==> src/rtl/spi_burst_pkg.sv <==
package spi_burst_pkg;
  localparam int WORD_W   = 8;
  localparam int HALF_W   = 6;
  localparam int EDGE_W   = $clog2(2 * WORD_W + 1);
  localparam int CPHA_BIT = 2;
  localparam int CPOL_BIT = 3;
  localparam int LSB_BIT  = 5;

  typedef enum logic [2:0] {
    ST_IDLE, ST_LOAD, ST_PREP, ST_SHIFT, ST_STORE, ST_TAIL, ST_DONE
  } burstState_t;

  typedef struct packed {
    logic load;
    logic drive;
    logic sample;
  } dpStrobe_t;

  function automatic logic [HALF_W-1:0] halfLimit(input logic [1:0] code);
    case (code)
      2'b00:   halfLimit = HALF_W'(1);
      2'b01:   halfLimit = HALF_W'(7);
      2'b10:   halfLimit = HALF_W'(31);
      default: halfLimit = HALF_W'(63);
    endcase
  endfunction
endpackage

==> src/rtl/spi_burst_ctrl.sv <==
module spi_burst_ctrl
  import spi_burst_pkg::*;
#(
  parameter int CNT_W = 8
) (
  input  logic                 clk,
  input  logic                 rstN,
  input  logic                 cfgWe,
  input  logic [WORD_W-1:0]    cfgData,
  input  logic                 start,
  input  logic [CNT_W-1:0]     byteCount,
  output dpStrobe_t            strobe,
  output logic                 lsbFirst,
  output logic                 sclk,
  output logic                 csN,
  output logic                 busy,
  output logic                 done,
  output logic                 fetchReq,
  output logic                 storeValid,
  output logic [CNT_W-1:0]     bufIdx
);
  localparam logic [EDGE_W-1:0] LAST_EDGE = EDGE_W'(2 * WORD_W - 1);

  burstState_t       state;
  logic [WORD_W-1:0] cfgReg;
  logic [WORD_W-1:0] actCfg;
  logic [WORD_W-1:0] effCfg;
  logic [CNT_W-1:0]  bytesLeft;
  logic [HALF_W-1:0] halfCnt;
  logic [HALF_W-1:0] limit;
  logic [EDGE_W-1:0] edgeCnt;
  logic              sclkPhase;
  logic              cpha;
  logic              edgeNow;
  logic              leadingNow;
  logic              lastEdge;
  logic              accept;

  assign csN        = (state == ST_IDLE) || (state == ST_DONE);
  assign busy       = (state != ST_IDLE);
  assign done       = (state == ST_DONE);
  assign fetchReq   = (state == ST_LOAD);
  assign storeValid = (state == ST_STORE);

  assign effCfg     = csN ? cfgReg : actCfg;
  assign cpha       = effCfg[CPHA_BIT];
  assign lsbFirst   = effCfg[LSB_BIT];
  assign limit      = halfLimit(effCfg[1:0]);
  assign sclk       = effCfg[CPOL_BIT] ^ sclkPhase;

  assign accept     = (state == ST_IDLE) && start && (byteCount != '0);
  assign edgeNow    = (state == ST_SHIFT) && (halfCnt == limit);
  assign leadingNow = ~edgeCnt[0];
  assign lastEdge   = (edgeCnt == LAST_EDGE);

  always_comb begin
    strobe.load   = (state == ST_LOAD);
    strobe.drive  = ((state == ST_PREP) && !cpha) ||
                    (edgeNow && (cpha ? leadingNow : (!leadingNow && !lastEdge)));
    strobe.sample = edgeNow && (cpha ? !leadingNow : leadingNow);
  end

  always_ff @(posedge clk) begin
    if (!rstN) begin
      state     <= ST_IDLE;
      cfgReg    <= '0;
      actCfg    <= '0;
      bytesLeft <= '0;
      bufIdx    <= '0;
      halfCnt   <= '0;
      edgeCnt   <= '0;
      sclkPhase <= 1'b0;
    end else begin
      if (cfgWe) cfgReg <= cfgData;
      case (state)
        ST_IDLE: begin
          if (accept) begin
            actCfg    <= cfgReg;
            bytesLeft <= byteCount;
            bufIdx    <= '0;
            state     <= ST_LOAD;
          end
        end
        ST_LOAD: state <= ST_PREP;
        ST_PREP: begin
          halfCnt <= '0;
          edgeCnt <= '0;
          state   <= ST_SHIFT;
        end
        ST_SHIFT: begin
          if (halfCnt == limit) begin
            halfCnt   <= '0;
            sclkPhase <= ~sclkPhase;
            edgeCnt   <= edgeCnt + 1'b1;
            if (lastEdge) state <= ST_STORE;
          end else begin
            halfCnt <= halfCnt + 1'b1;
          end
        end
        ST_STORE: begin
          bytesLeft <= bytesLeft - 1'b1;
          if (bytesLeft == CNT_W'(1)) begin
            halfCnt <= '0;
            state   <= ST_TAIL;
          end else begin
            bufIdx <= bufIdx + 1'b1;
            state  <= ST_LOAD;
          end
        end
        ST_TAIL: begin
          if (halfCnt == limit) state <= ST_DONE;
          else halfCnt <= halfCnt + 1'b1;
        end
        default: state <= ST_IDLE;
      endcase
    end
  end
endmodule

==> src/rtl/spi_burst_dp.sv <==
module spi_burst_dp
  import spi_burst_pkg::*;
(
  input  logic              clk,
  input  logic              rstN,
  input  dpStrobe_t         strobe,
  input  logic              lsbFirst,
  input  logic [WORD_W-1:0] fetchData,
  input  logic              miso,
  output logic              mosi,
  output logic [WORD_W-1:0] rxData
);
  logic [WORD_W-1:0] txReg;
  logic [WORD_W-1:0] rxReg;
  logic              mosiReg;
  logic              txHead;
  logic [WORD_W-1:0] txNext;
  logic [WORD_W-1:0] rxNext;

  always_comb begin
    if (lsbFirst) begin
      txHead = txReg[0];
      txNext = {1'b0, txReg[WORD_W-1:1]};
      rxNext = {miso, rxReg[WORD_W-1:1]};
    end else begin
      txHead = txReg[WORD_W-1];
      txNext = {txReg[WORD_W-2:0], 1'b0};
      rxNext = {rxReg[WORD_W-2:0], miso};
    end
  end

  always_ff @(posedge clk) begin
    if (!rstN) begin
      txReg   <= '0;
      rxReg   <= '0;
      mosiReg <= 1'b0;
    end else begin
      if (strobe.load) begin
        txReg <= fetchData;
      end else if (strobe.drive) begin
        mosiReg <= txHead;
        txReg   <= txNext;
      end
      if (strobe.sample) rxReg <= rxNext;
    end
  end

  assign mosi   = mosiReg;
  assign rxData = rxReg;
endmodule

==> src/rtl/spi_burst_master.sv <==
module spi_burst_master
  import spi_burst_pkg::*;
#(
  parameter int CNT_W = 8
) (
  input  logic              clk,
  input  logic              rstN,
  input  logic              cfgWe,
  input  logic [7:0]        cfgData,
  input  logic              start,
  input  logic [CNT_W-1:0]  byteCount,
  output logic              fetchReq,
  output logic [CNT_W-1:0]  bufIdx,
  input  logic [7:0]        fetchData,
  output logic              storeValid,
  output logic [7:0]        storeData,
  output logic              sclk,
  output logic              mosi,
  input  logic              miso,
  output logic              csN,
  output logic              busy,
  output logic              done
);
  dpStrobe_t strobe;
  logic      lsbFirst;

  spi_burst_ctrl #(.CNT_W(CNT_W)) u_ctrl (
    .clk        (clk),
    .rstN       (rstN),
    .cfgWe      (cfgWe),
    .cfgData    (cfgData),
    .start      (start),
    .byteCount  (byteCount),
    .strobe     (strobe),
    .lsbFirst   (lsbFirst),
    .sclk       (sclk),
    .csN        (csN),
    .busy       (busy),
    .done       (done),
    .fetchReq   (fetchReq),
    .storeValid (storeValid),
    .bufIdx     (bufIdx)
  );

  spi_burst_dp u_dp (
    .clk       (clk),
    .rstN      (rstN),
    .strobe    (strobe),
    .lsbFirst  (lsbFirst),
    .fetchData (fetchData),
    .miso      (miso),
    .mosi      (mosi),
    .rxData    (storeData)
  );
endmodule

==> config.mk <==
export PLATFORM = sky130hd
export DESIGN_NAME = spi_burst_master
export DESIGN_NICKNAME = d
export VERILOG_FILES = /design/src/rtl/spi_burst_pkg.sv /design/src/rtl/spi_burst_ctrl.sv /design/src/rtl/spi_burst_dp.sv /design/src/rtl/spi_burst_master.sv
export SDC_FILE = /design/constraint.sdc
export NUM_CORES = 1
export LEC_CHECK = 0
export BUFFER_PORTS_ARGS = -buffer_cell sky130_fd_sc_hd__buf_2
export CAP_MARGIN = 0
export CORE_MARGIN = 3
export CORE_UTILIZATION = 55
export DETAILED_ROUTE_END_ITERATION = 7
export PLACE_DENSITY = 0.82
export SLEW_MARGIN = 20
export SYNTH_ARGS = -nofsm -noshare
export SYNTH_HDL_FRONTEND = slang
export SYNTH_SLANG_ARGS = --single-unit
==> constraint.sdc <==
create_clock -name clk -period 4.1 [get_ports clk]
set_input_delay 0 -clock clk [delete_from_list [all_inputs] [get_ports clk]]
set_output_delay 0 -clock clk [all_outputs]
set_load 0.01 [all_outputs]
; Word level (Yosys, flattened, before mapping)
; Cells that the tools add are included.
[op_classes]
addsub = 4
mul = 0
div = 0
order_cmp = 0
eq_ne = 18
shift = 0
muxes = 26
bitwise_logic = 4
reduce_logical = 27
[op_table]
columns = operator, n
row1 = 2-to-1 mux 8 bit, 7
row2 = one-hot mux 8 bit (2 select lines), 2
row3 = 2-to-1 mux 6 bit, 4
row4 = one-hot mux 6 bit (4 select lines), 1
row5 = one-hot mux 3 bit (6 select lines), 1
row6 = one-hot mux 6 bit (3 select lines), 1
row7 = 2-to-1 mux 3 bit, 5
row8 = one-hot mux 5 bit (2 select lines), 1
row9 = AND reduction 2 bit, 5
row10 = equality test 3 bit (second input constant), 3
row11 = adder 8 x 1 -> 8 bit (second input constant), 1
row12 = equality test 8 x 1 -> 1 bit (second input constant), 1
row13 = != test 2 x 1 -> 1 bit (second input constant), 4
row14 = nonzero test 8 bit, 1
row15 = subtractor 8 x 1 -> 8 bit (second input constant), 1
row16 = logical AND 1 bit, 7
row17 = adder 6 x 1 -> 6 bit (second input constant), 1
row18 = equality test 3 x 2 -> 1 bit (second input constant), 2
row19 = equality test 6 bit, 1
row20 = != test 2 bit (second input constant), 3
row21 = AND reduction 3 bit, 2
row22 = nonzero test 2 bit, 3
row23 = adder 5 x 1 -> 5 bit (second input constant), 1
row24 = equality test 5 x 4 -> 1 bit (second input constant), 1
row25 = 14 further kinds, 20
[totals]
register_bits = 60
latchBits = 0
ram_bits = 0
rom_bits = 0
memories = 0

; Logic depth before layout (Yosys ltp)
; Gate-level depths: netlist of the first run.
[logic_depth]
depth_word = 11
ltp_mapped = 10
ltp_nobuf = 9

; Modules after synthesis
; From an unflattened synthesis of the first run, not the netlist that was laid out.
[hier_totals]
hier_cells = 352
area_unflattened_um2 = 2982.9
[modules_own_cells]
columns = mod, instances, cells_each, area_per_inst_um2, seq_area_each_um2
row1 = spi_burst_ctrl, 1, 265, 2163.3, 820.8
row2 = spi_burst_dp, 1, 87, 819.5, 340.3

; Worst setup path after synthesis of the first run
; Ideal clock, no wire load.
[synth_timing]
kind = register to register
start = register u_ctrl.state[2]
end = register u_ctrl.bufIdx[5]
setup_time_ns = 0.119
arrival_time_ns = 2.031
slack_ns = 1.951
stages_incl_launch_ff = 10
period_less_slack_ns = 2.149
cell_sequence = dfxtp_1 buf_6 or3b_1 buf_2 or4_1 o211a_2 and4_4 nand3_2 xor2_1 nor2_1
[synth_via]
elab_chain_cells = 5
elab_cells_between_ends = 9
[synth_rtl]
columns = element, line_no
row1 = from (decl), spi_burst_ctrl.sv:24  ; burstState_t state;
row2 = from (signal assigned), spi_burst_ctrl.sv:65  ; state <= ST_IDLE;
row3 = from (signal assigned), spi_burst_ctrl.sv:81  ; state <= ST_LOAD;
row4 = from (signal assigned), spi_burst_ctrl.sv:84  ; ST_LOAD: state <= ST_PREP;
row5 = logical NOT 3 bit, "spi_burst_ctrl.sv:51, spi_burst_ctrl.sv:75"
row6 = logical AND 1 bit (2 in series), spi_burst_ctrl.sv:51  ; assign accept = (state == ST_IDLE) && start && (byteCount != '0);
row7 = != test 2 x 1 -> 1 bit (no source line), -
row8 = AND reduction 3 bit (no source line), -
row9 = to (signal assigned), spi_burst_ctrl.sv:106  ; bufIdx <= bufIdx + 1'b1;
row10 = to (decl), spi_burst_ctrl.sv:20  ; output logic [CNT_W-1:0] bufIdx
; Several ways; a longest one is shown, not always the timed one.
; A chain may end at the register's enable or synchronous reset.

; Worst setup path after layout of the first run
[layout_timing]
start = register u_ctrl.state[2]
end = register u_dp.rxReg[6] (netlist: u_dp.rxData[6])
[layout_via]
elab_chain_cells = 8
elab_cells_between_ends = 14
[layout_rtl]
columns = element, line_no
row1 = equality test 3 bit / logical NOT 3 bit (equally long branches), spi_burst_ctrl.sv:39  ; assign csN = (state == ST_IDLE) || (state == ST_DONE);
row2 = logical OR 1 bit, spi_burst_ctrl.sv:39
row3 = 2-to-1 mux 6 bit, spi_burst_ctrl.sv:45  ; assign effCfg = csN ? cfgReg : actCfg;
row4 = equality test 2 bit (tied with other cells), spi_burst_pkg.sv:20  ; case (code)
row5 = one-hot mux 6 bit (3 select lines), spi_burst_pkg.sv:20
row6 = equality test 6 bit, spi_burst_ctrl.sv:52  ; assign edgeNow = (state == ST_SHIFT) && (halfCnt == limit);
row7 = logical AND 1 bit, spi_burst_ctrl.sv:52
row8 = logical AND 1 bit, spi_burst_ctrl.sv:60  ; strobe.sample = edgeNow && (cpha ? !leadingNow : leadingNow);
row9 = to (signal assigned), spi_burst_dp.sv:44  ; if (strobe.sample) rxReg <= rxNext;
row10 = to (decl), spi_burst_dp.sv:14  ; logic [WORD_W-1:0] rxReg;
; Several ways; a longest one is shown, not always the timed one.

==> results of run 1 <==
cell families (layout without fill, tap and decap cells):
logic type      after synthesis  count (layout)
compound gates               81              81
xor+xnor                     15              15
fa+ha+maj                     6               6
buf+inv                      32              92
flops                        58              58
mux                          23              23
simple gates                150             150
worst paths after layout:
path                  startpoint             endpoint  slack, ps  cells after the start
max              u_ctrl.state[2]       u_dp.rxData[6]       1320                      7
min reg2reg  u_ctrl.bytesLeft[6]  u_ctrl.bytesLeft[6]        470                      2
max reg2reg      u_ctrl.state[2]       u_dp.rxData[6]       1320                      7
min                 byteCount[6]  u_ctrl.bytesLeft[6]         20                      3
area by class of cell:
class / count / area, um2 / area share
Clock buffer: 12 / 155 / 0.0412
Clock inverter: 4 / 50.0 / 0.0133
Inverter: 10 / 37.5 / 0.00998
Multi-Input combinational cell: 275 / 1850 / 0.493
Sequential cell: 58 / 1160 / 0.309
Tap cell: 70 / 87.6 / 0.0233
Timing Repair Buffer: 66 / 418 / 0.111
cells in the final DEF, fill, tap and decap left out, drive strengths merged, types with 11 or more instances in the layout:
cell type | Yosys | routed
nor2 | 26 | 26
clkbuf | 13 | 12
dfxtp | 58 | 58
mux2i | 22 | 22
o21ai | 11 | 11
buf | 9 | 49
nand2 | 40 | 40
a21oi | 12 | 12
nand3 | 16 | 16
dlygate4sd3 | 0 | 17
a21boi | 18 | 18
state kept, by name, indices dropped and copies added (netlist names):
register          count
u_dp.rxData           8
u_ctrl.sclkPhase      1
u_ctrl.cfgReg         5
u_ctrl.actCfg         5
u_dp.mosi             1
u_ctrl.bufIdx         8
u_ctrl.bytesLeft      8
u_dp.txReg            8
u_ctrl.halfCnt        6
u_ctrl.state          3
u_ctrl.edgeCnt        5
layer usage:
| metal | up-vias | GRT usage |
|---|---|---|
| met5 | - | 0 |
| met4 | 0 | 0.0714 |
| met3 | 6 | 0.0603 |
| met2 | 61 | 0.376 |
| met1 | 1342 | 0.270 |
| li1 | 1422 | - |
stage by stage:
| step | power [W] | cells |
|---|---|---|
| floorplan | 0.000796 | 365 |
| global placement | 0.000843 | 462 |
| detailed placement | 0.000850 | 462 |
| CTS | 0.00139 | 495 |
| global route | 0.00146 | 495 |
| finish | 0.00138 | 495 |
synth_stat cells (6+ instances only):
cell type	number	area, um2
a21boi_0	15	113
xnor2_1	6	52.6
xor2_1	8	70.1
nor2b_1	10	62.6
ha_1	6	75.1
clkbuf_1	13	48.8
dfxtp_1	58	1160
o2111ai_1	6	52.6
mux2i_1	22	220
nand2_1	40	150
o211ai_1	10	75.1
buf_2	7	35.0
nand3_1	14	70.1
a21oi_1	11	55.1
nor3_1	7	35.0
nand4_1	10	62.6
nand2b_1	8	50.1
inv_1	9	33.8
o21ai_0	9	45.0
o211a_1	9	90.1
or3_1	7	43.8
nor2_1	25	93.8
report_power, final:
part	switching, W	internal, W	total, W
clock network	0.000215	0.000313	0.000528
logic	0.000129	0.0000985	0.000228
registers	0.0000355	0.000592	0.000627
total	0.000380	0.00100	0.00138
what timing repair did:
item,in CTS,in global routing
hold buffers,17,0
gates resized for setup,0,0
endpoints found under the hold margin,17,0
critical path: stages (launching register included):
cell     delay, ps
dfxtp_1        660
xor2_2         200
nor2_2         380
mux2i_1        360
xnor2_1        120
nor3_2         670
nand2_1        120
o211a_1        170
==> qor.yml, run 1 <==
clock_network:
  clkSlewWorstSetupHoldPaths_ps: 70
  worst_skew_pair.late_latency_ps: 330
  cts_root_buf: "clkbuf_8"
  cts_buffers: 9
  htree_levels: 3
  cts_buffer_depth: 2
  cts_tree: "yes"
  clkSinkCount: 58
  cts_setup_buffers: 0
setup_path:
  cp-start-kind: "register"
  worst-path-max-fanout: 16
  critPathKind: "reg -> reg"
  critical_path_required_ps: 4320
  arrival_ps: 3000
  endpoint_kind: "register"
synthesis:
  synth-simple-area-share: 0.250
  syn_area_per_cell_um2: 8.62
  synth.distinct_cells: 58
  synthXorXnorAreaFrac: 0.0441
  ys.flop_type: "dfxtp_1"
  synth_nets: 400
  synthAdderAreaFrac: 0.0239
  ys.warnings.count: 0
  seq_area_frac_synth: 0.369
  syn_inst: 365
  synth_top_family_by_area: "simple AND/OR/NAND/NOR gates"
  ys_async_sr_fraction: 0
  muxShareOfSynthArea: 0.0736
  synth-seq-cells: 58
  synth-compound-area-share: 0.196
  syn-cell-area_mm2: 0.00315
  synth_edf_count: 0
timing:
  fmax_mhz: 360
  setup_viol: 0
  rsz0062_at_grt: "no"
  report.final.slew_viol_count: 0
  skew_ps: 7.59
  fin_tns_setup_ps: 0
  hold_viol: 0
  finalWorstSetupSlack_ps: 1320
  timing.hold.ws_ps: 17.9
  fin_crit_sh: 0.678
  worst_slew_pin_slew_ps: 942
  maxSlewHeadroom: 0.372
  period_needed_ps: 2780
run_status:
  status: "completed"
routing:
  wl_met1_um: 3150
  vias_per_cell: 5.72
  wl_per_cell_um: 14.1
  drtAntennaViolNets: 0
  drt_wl_total_um: 6960
  top_layer_used: "met4"
  firstDrtPassIters: 4
  drcViolationCount: 0
  drtIter0Drc: 202
  routed-wl-met3_um: 277
  wl_met2_um: 3470
  via_count: 2831
global_route:
  grt_pass1_wl_um: 11500
  antenna_found_initial: 0
  track_usage: 0.221
  gr-total-overflow: 0
  first_global_vias: 2557
  grt_max_degree: 62
placement:
  dpl-instance-area_mm2: 0.00339
  port_buffers: 48
  dp_worst_setup_slack_ps: 1350
  dp_hpwl_um: 4610
  gp_congestion: 0.845
final_layout:
  layout.nets: 455
  layout-drive-gt1-share: 0.186
  area_growth_syn_to_layout_pct: 19.6
  num-fill-cells: 406
  fin_util: 0.710
  postLayoutCellArea_mm2: 0.00376
  antenna-diode-count: 0
die:
  die_width_um: 81.6
  start_util: 0.593
  dieArea_mm2: 0.00667
  core_mm2: 0.00530
  placementRows: 26
  die-height_um: 81.6
  num_io_pins: 52
min_path:
  hp-class: "in -> reg"
power:
  p_per_area_mw_per_mm2: 368
  vdd_ir_drop_max_uv: 305
  leakagePower_nw: 1.64
flow_run:
  maxCapViolCount: 0
Power figures use the tool's default switching activity.
==> run 2, diff against run 1 <==
clock period = 2.73 ns   (was 4.1 ns; I/O delays follow)
==> run 2 against run 1 <==
Net effect:
- sequential cell count is the same
- core utilization rose by 1.9 points
- critical path type unchanged
- largest power group unchanged
- critical path depth decreased by 1
- global-route usage rose by 1.3 points
- highest routed layer unchanged
- critical endpoint is now u_ctrl.halfCnt[3]
==> qor.yml, run 2 (synthesis results as in run 1) <==
clock_network:
  cts_root_buf: "clkbuf_8"
  cts_buffer_depth: 2
  cts_resized: 0
  worst_skew_pair.late_latency_ps: 340
  cts-hold-fix-buffers: 18
  clkSinkCount: 58
  cts_buffers: 9
  clkSlewWorstSetupHoldPaths_ps: 60
  cts_tree: "yes"
  htree_levels: 3
  cts_setup_buffers: 0
placement:
  dp_worst_setup_slack_ps: 347
  dp_hpwl_um: 4720
  port_buffers: 48
  dpl-instance-area_mm2: 0.00345
  gp_congestion: 0.840
final_layout:
  postLayoutCellArea_mm2: 0.00386
  antenna-diode-count: 0
  num-fill-cells: 396
  layout.nets: 464
  layout-drive-gt1-share: 0.203
  area_growth_syn_to_layout_pct: 22.8
  layout.cells.most_common: "dfxtp_1"
  final_cell_mix: "dfxtp_1 (58), buf_2 (48), nand2_1 (40)"
timing:
  setup_viol: 0
  fmax_mhz: 410
  period_needed_ps: 2440
  fin_crit_sh: 0.894
  timing.hold.ws_ps: 16.3
  worst_slew_pin_slew_ps: 710
  rsz0062_at_grt: "no"
  finalWorstSetupSlack_ps: 290
  hold_viol: 0
  maxSlewHeadroom: 0.524
  fin_tns_setup_ps: 0
  report.final.slew_viol_count: 0
  skew_ps: 8.32
die:
  core_mm2: 0.00530
  dieArea_mm2: 0.00667
  num_io_pins: 52
  die_width_um: 81.6
  die-height_um: 81.6
  placementRows: 26
  start_util: 0.593
routing:
  drt_wl_total_um: 7160
  wl_per_cell_um: 14.2
  drtIter0Drc: 240
  drtAntennaViolNets: 0
  firstDrtPassIters: 5
  via_count: 2890
  drcViolationCount: 0
  vias_per_cell: 5.73
global_route:
  grt_pass1_wl_um: 12100
  antenna_found_initial: 0
  grt_max_degree: 29
  track_usage: 0.234
  gr-total-overflow: 0
  first_global_vias: 2740
setup_path:
  cp-start-kind: "register"
  worst-path-max-fanout: 9
  crit_path_top_delay_cell: "or3b_1"
  worstReg2RegEnd: "u_ctrl.halfCnt[3]"
  reg2reg_setup_slack_ps: 290
  crit_end: "u_ctrl.halfCnt[3]"
  cp_slowest_stage_delay_ps: 530
  critical_path_required_ps: 2990
  r2r_start: "u_ctrl.state[2]"
  path_cells: "or3b_1 > nor4_1 > nor2_1 > and2_4 > or3_1 > a21oi_1"
  critPathKind: "reg -> reg"
  arrival_ps: 2700
  r2r_cells: 6
  crit_start: "u_ctrl.state[2]"
  endpoint_kind: "register"
power:
  p_total_w: 0.00222
  vdd_ir_drop_max_uv: 403
  leakagePower_nw: 1.70
  p_per_area_mw_per_mm2: 574
flow_run:
  maxCapViolCount: 0
min_path:
  hp-class: "in -> reg"
  whs_path_depth: 3
run_status:
  status: "completed"
## run 2: changes by cell type in the layout (fill, tap and decap cells not counted), sizes merged
cell,delta
buf,+8
bufinv,+1
clkinvlp,-1
dlygate4sd3,+1
## run 2: worst min path at each step
| stage | endpoint | startpoint | slack [ps] |
|---|---|---|---|
| final | u_ctrl.bytesLeft[5] | byteCount[5] | 20 |
| after global routing | u_ctrl.bytesLeft[4] | byteCount[4] | 30 |
| after CTS | u_ctrl.bytesLeft[5] | byteCount[5] | 10 |
| after detailed placement | u_dp.txReg[6] | fetchData[6] | 250 |
| after global placement | u_dp.txReg[6] | fetchData[6] | 240 |
| after floorplan | u_dp.txReg[1] | fetchData[1] | 150 |
## run 2: layer usage
metal	GRT usage	up-vias	wire [um]
met5	0	-	0
met4	0.0847	0	129
met3	0.0735	12	318
met2	0.388	72	3510
met1	0.285	1361	3200
li1	-	1445	-
## run 2: layout make-up
cell class | count | area (um2) | share of cell area
inverters | 10 | 37.5 | 0.00971
clock buffers | 12 | 165 | 0.0427
multi-input cells | 275 | 1850 | 0.479
well taps | 70 | 87.6 | 0.0227
clock inverters | 4 | 72.6 | 0.0188
flip-flops and latches | 58 | 1160 | 0.300
repair buffers | 75 | 488 | 0.126
## run 2: report_power, final
group | leakage, nW | switching (W) | internal (W) | total (W)
logic | 1.11 | 0.000206 | 0.000157 | 0.000363
registers | 0.471 | 0.0000498 | 0.000889 | 0.000938
clock network | 0.119 | 0.000331 | 0.000587 | 0.000918
total | 1.70 | 0.000587 | 0.00163 | 0.00222
## run 2: stage by stage
| step | utilization | instances |
|---|---|---|
| 2_1_floorplan | - | 365 |
| 3_3_place_gp | 0.650 | 470 |
| 3_5_place_dp | 0.650 | 470 |
| 4_1_cts | 0.729 | 504 |
| 5_1_grt | 0.729 | 504 |
| 6_report | 0.729 | 504 |
## run 2: worst max-delay path: cells and delay by family (launching register included)
family | cells | cell delay, ps
flops | 1 | 510
compound gates | 1 | 150
simple gates | 5 | 1710
